$ cat src/rtl/fsync_gen.sv
module fsync_gen #(
  parameter int WID_W = 8,
  parameter int PER_W = 12
) (
  input  logic             clk,
  input  logic             rst,
  input  logic             tick,
  input  logic             run,
  input  logic             auto_en,
  input  logic [WID_W-1:0] width_cfg,
  input  logic [PER_W-1:0] period_cfg,
  output logic             fs_out
);

  logic             active;
  logic [WID_W-1:0] wcnt;
  logic [PER_W-1:0] pcnt;

  wire go       = run & auto_en;
  wire boundary = !active || (pcnt == '0);

  always_ff @(posedge clk) begin
    if (rst) begin
      active <= 1'b0;
      fs_out <= 1'b0;
      wcnt   <= '0;
      pcnt   <= '0;
    end else if (tick) begin
      if (!go) begin
        active <= 1'b0;
        fs_out <= 1'b0;
        wcnt   <= '0;
        pcnt   <= '0;
      end else if (boundary) begin
        active <= 1'b1;
        fs_out <= 1'b1;
        wcnt   <= width_cfg;
        pcnt   <= period_cfg;
      end else begin
        pcnt   <= pcnt - 1'b1;
        fs_out <= (wcnt != '0);
        if (wcnt != '0) wcnt <= wcnt - 1'b1;
      end
    end
  end

  AST_RESET_LOW: assert property (@(posedge clk) rst |=> !fs_out);
  AST_IDLE_LOW: assert property (@(posedge clk) disable iff (rst) !active |-> !fs_out);
  AST_START_HIGH: assert property (@(posedge clk) disable iff (rst)
    (tick && go && !active) |=> fs_out);
  AST_HOLD_NO_TICK: assert property (@(posedge clk) disable iff (rst)
    !tick |=> $stable(fs_out));
  AST_OFF_CLEARS: assert property (@(posedge clk) disable iff (rst)
    (tick && !go) |=> (!fs_out && !active));

endmodule

$ cat config.mk
export PLATFORM = sky130hd
export DESIGN_NAME = fsync_gen
export DESIGN_NICKNAME = d
export VERILOG_FILES = /design/src/rtl/fsync_gen.sv
export SDC_FILE = /design/constraint.sdc
export NUM_CORES = 1
export LEC_CHECK = 0
export CAP_MARGIN = 10
export CORE_UTILIZATION = 45
export DETAILED_ROUTE_END_ITERATION = 6
export PLACE_DENSITY = 0.74
export RECOVER_POWER = 100
export SYNTH_ARGS = -nofsm -noshare
export SYNTH_HDL_FRONTEND = slang
export SYNTH_SLANG_ARGS = --single-unit
$ cat constraint.sdc
create_clock -name clk -period 1.9 [get_ports clk]
set_clock_uncertainty 0.05 [all_clocks]
set_input_delay 0.38 -clock clk [delete_from_list [all_inputs] [get_ports clk]]
set_output_delay 0.38 -clock clk [all_outputs]
set_load 0.005 [all_outputs]
Word-level counts from Yosys, hierarchy flattened
Index checks and enable logic that the tools add are counted.
- $add $sub $neg: 2
- equal/unequal tests: 2
- multiplexer cells: 9
- bitwise operators: 1
- reductions and logical operators: 6
- operator list (operator ; number):
    2-to-1 mux 12 bit ; 2
    2-to-1 mux 8 bit ; 3
    logical NOT 12 bit ; 1
    subtractor 12 x 1 -> 12 bit, second input constant ; 1
    nonzero test 8 bit ; 1
    subtractor 8 x 1 -> 8 bit, second input constant ; 1
    2-to-1 mux 1 bit ; 4
    AND reduction 2 bit ; 2
    != test 3 x 1 -> 1 bit, second input constant ; 1
    != test 2 x 1 -> 1 bit, second input constant ; 1
    AND 1 bit ; 1
    logical NOT 1 bit ; 1
    logical OR 1 bit ; 1
- bits in registers: 22
- input port bits: 25
- logic and storage cells: 24

Depth between registers and ports, before layout
- depth after elaboration: 4
- mapped depth: 9
- depth with buffers taken out: 7

Worst setup path before layout
OpenSTA, ideal clock, no wires.
- kind: flip-flop to flip-flop
- start point: reg pcnt[0]
- end point: reg wcnt[2]
- arrival time: 1.969 ns
- slack: -0.188 ns
- cell stages (with the launch flop): 8
- cells stage by stage: dfxtp_1 inv_1 ha_1 or3b_1 o41ai_4 o41ai_1 o21ai_0 o21ai_1
- longest elaborated chain between the ends: 4
- ends and longest elaborated chain (what ; line ; RTL):
    from (decl) ; 17 ; logic [PER_W-1:0] pcnt;
    from (signal assigned) ; 38 ; pcnt <= period_cfg;
    from (signal assigned) ; 40 ; pcnt <= pcnt - 1'b1;
    logical NOT 12 bit * ; 20 ; wire boundary = !active || (pcnt == '0);
    logical OR 1 bit * ; 20 ;
    != test 3 x 1 -> 1 bit (no line) or 2-to-1 mux 8 bit (tied branches) ; - ;
    AND reduction 2 bit (no line) or 2-to-1 mux 8 bit (tied branches) ; - ;
    to (signal assigned) ; 37 ; wcnt <= width_cfg;
    to (signal assigned) ; 42 ; if (wcnt != '0) wcnt <= wcnt - 1'b1;
    to (decl) ; 16 ; logic [WID_W-1:0] wcnt;
Mark *: on every way between the ends. The rest lies on a longest branch, timed or not.
A chain may end at the register's enable or synchronous reset.

Final worst setup path
- start point: reg pcnt[10]
- end point: reg pcnt[9]
- longest elaborated chain between the ends: 4
- ends and longest elaborated chain (what ; line ; RTL):
    logical NOT 12 bit ; 20 ;
    logical OR 1 bit ; 20 ;
    2-to-1 mux 12 bit ; 34 ; end else if (boundary) begin
    2-to-1 mux 12 bit ; 29 ; if (!go) begin
Every way passes these cells.

==> impl_metrics.py <==
metrics = {
    "run_status": {
        "status": "finished, violations left",
        "violations": "negative setup slack",
    },
    "placed_design": {
        "portBuffers": 25,
        "dp_hpwl_um": 2730,
        "place_area_um2": 1770,
        "post-place-ws_ns": -0.174,
        "finalWeightedCongestion": 0.893,
        "dp_cells": 244,
    },
    "grt": {
        "grt_max_degree": 14,
        "antenna_found_initial": 0,
        "grt_pass1_wl_um": 6430,
        "grt.total_usage_pct": 25.5,
        "grt_overflow": 0,
        "grt_pass1_vias": 1500,
    },
    "power_and_ir_drop": {
        "power.net_switching_uw": 284,
        "cellLeakagePower_nw": 0.731,
        "pwr-share-clk_pct": 25.8,
        "p_seq_share_pct": 47.9,
        "peakVddDrop_mv": 0.439,
        "comb_power_share_pct": 26.3,
        "power_density_nw_per_um2": 529,
        "internal_power_uw": 728,
        "swShare_pct": 28.1,
    },
    "route": {
        "drt_pass1_iterations": 5,
        "top_layer": "met4",
        "ant_nets": 0,
        "met3WireLength_um": 91,
        "wl_um": 3690,
        "drc_errors": 0,
        "vias_per_cell": 5.87,
        "wl_per_cell_um": 14.8,
        "vias": 1461,
        "wl_met2_um": 2010,
        "wl_met1_um": 1520,
        "drtIter0Drc": 48,
    },
    "yosys": {
        "synth_largest_area_cell": "dfxtp_1",
        "yosysMostFrequentCell": "a21oi_1",
        "ys.flop_type": "dfxtp_1",
        "synth_area_leaders": "dfxtp_1, a21oi_1, o22ai_1, nor2_1, nor4_1",
        "post_synth.cell_area_avg_um2": 7.72,
        "ys_seq_area_share_pct": 34.1,
        "synth-edff-count": 0,
        "synth_commonest_cells": "a21oi_1, dfxtp_1, nor2_1",
        "async_flop_share_pct": 0,
        "syn_inst": 167,
        "yosysUniqueCellTypes": 34,
        "syn-num-nets": 195,
        "ys_seq_elements": 22,
        "syn-cell-area_um2": 1290,
        "yosysWarningCount": 0,
        "yosys.area.top_type_share_pct": 34.1,
    },
    "worst_setup_path": {
        "required_ns": 2.04,
        "worstReg2RegStart": "pcnt[10]",
        "crit_path_max_incr_delay_ns": 0.56,
        "worstSetupStartpoint": "pcnt[10]",
        "cp-end-kind": "register",
        "r2r_end": "pcnt[9]",
        "crit_path_end": "pcnt[9]",
        "criticalPathCategory": "reg2reg",
        "worst-path-max-fanout": 7,
        "slowest_stage": "or4_4",
        "cp.arrival_ns": 2.21,
        "rrSetupSlack_ns": -0.17,
        "start_kind": "register",
        "worstPathCellList": "or4_4, o41ai_4, buf_6, buf_8, nor3_1, a21oi_1, o22ai_1",
        "reg2reg_depth": 7,
    },
    "hold_path": {
        "hold_path_class": "reg2reg",
    },
    "clocking": {
        "cts_buffers": 3,
        "cts_sinks": 22,
        "cts.clk_slew.worst_paths_ns": 0.12,
        "clockBufferDepth": 2,
        "clockRootBuffer": "clkbuf_4",
        "ctsHtreeMaxLevel": 1,
        "cts_hold_buf": 0,
        "cts_tree": "done",
        "worstSkewPairLatency_ns": 0.30,
    },
    "cells_and_area": {
        "drive_gt1_share_pct": 28.4,
        "area_delta_synth_final_pct": 48.4,
        "final_util_pct": 70.0,
        "insertedDiodeCount": 0,
        "final_area_um2": 1910,
        "fillers": 221,
        "fin_cells": 249,
        "num-nets-final": 247,
    },
    "sta": {
        "setup_violations": 20,
        "min_period_over_period_pct": 109,
        "fmax_ghz": 0.484,
        "fin_crit_ns": 2.07,
        "rsz0062_at_grt": "true",
        "report.final.hold_viol_count": 0,
        "maxSlewViolCount": 0,
        "timing.slew.headroom_pct": 65.4,
        "tightest_slew_ns": 0.516,
        "setup_slack_ns": -0.168,
        "fin_setup_tns_ns": -2.13,
    },
    "run": {
        "maxCapViolations": 0,
    },
    "die": {
        "initial_core_util_pct": 47.2,
        "die_area_um2": 3080,
        "die_h_um": 55.5,
        "fp-row-count": 19,
        "ioPinCount": 26,
        "chipWidth_um": 55.5,
        "coreArea_um2": 2730,
    },
}
## worst max-delay path, delay by kind of cell, from the launching register on
kind                   cells  cell delay, ns
AO/OA/AOI/OAI              3            0.61
buffers and inverters      2            0.33
flip-flops                 1            0.35
AND/OR/NAND/NOR            2            0.62
## flip-flops by register name, indices dropped and copies added (netlist names)
register  flops
pcnt         12
wcnt          8
active        1
fs_out        1
## metrics by stage
stage	hold WS, ns	power [mW]
2_1_floorplan	0.383	0.618
3_3_place_gp	0.387	0.723
3_5_place_dp	0.401	0.731
4_1_cts	0.432	1.01
5_1_grt	0.457	1.06
6_report	0.429	1.01
## metal layers
layer	up-vias	global-route usage (%)
met1	695	27.2
met4	0	8.93
li1	732	-
met5	-	0
met2	26	50.4
met3	8	2.81
## power by group through the flow
stage	clock network (mW)	registers (mW)	logic (mW)
2_1_floorplan	0	0.493	0.125
3_3_place_gp	0	0.493	0.230
3_5_place_dp	0	0.494	0.237
4_1_cts	0.269	0.484	0.253
5_1_grt	0.290	0.486	0.288
6_report	0.262	0.485	0.266
## how the worst min path moves through the flow
stage / startpoint / endpoint / slack (ns) / cells after the start
floorplan: pcnt[10] / pcnt[10] / 0.38 / 1
global placement: fs_out / fs_out / 0.39 / 2
detailed placement: fs_out / fs_out / 0.40 / 2
CTS: wcnt[5] / wcnt[5] / 0.43 / 2
global route: fs_out / fs_out / 0.46 / 2
finish: wcnt[5] / wcnt[5] / 0.43 / 2
## repair_timing
| item | in CTS | in global routing |
|---|---|---|
| resized for setup | 16 | 16 |
| gates cloned | 1 | 0 |
| endpoints found under the setup margin | 18 | 21 |
| pin swaps | 6 | 5 |
| setup buffers | 1 | 1 |
## cells by family (layout without fill, tap and decap cells)
family                   Yosys count  in the layout  synth area share [%]
AND/OR/NAND/NOR                   64             64                  27.5
adder cells (fa/ha/maj)            3              3                  2.91
buffers and inverters             18             69                  7.27
AO/OA/AOI/OAI                     60             60                  28.1
flip-flops                        22             22                  34.1
## placed cells by master, fill, tap and decap left out, drive strengths merged, types with 2 or more instances in the layout
cell type and n:
o22ai 10, nor4b 3, or2 4, nand2 7
nand2b 2, ha 3, dlygate4sd3 2, dfxtp 22
or3b 2, nand3 3, nor2 15, inv 9
or4 3, nor4 9, buf 31, o41ai 4
or3 2, a21oi 26, clkbuf 4, o2bb2ai 3
nor3 10, clkdlybuf4s50 23, o21ai 15
## final cells by class
cell class                 count  area (um^2)  area share [%]
sequential                    22          445            23.3
inverter                       9         33.8            1.76
multi-input combinational    127          851            44.4
tap                           31         38.8            2.03
timing repair buffer          56          509            26.6
clock buffer                   4         36.3            1.90
(Power assumes the default switching activity.)
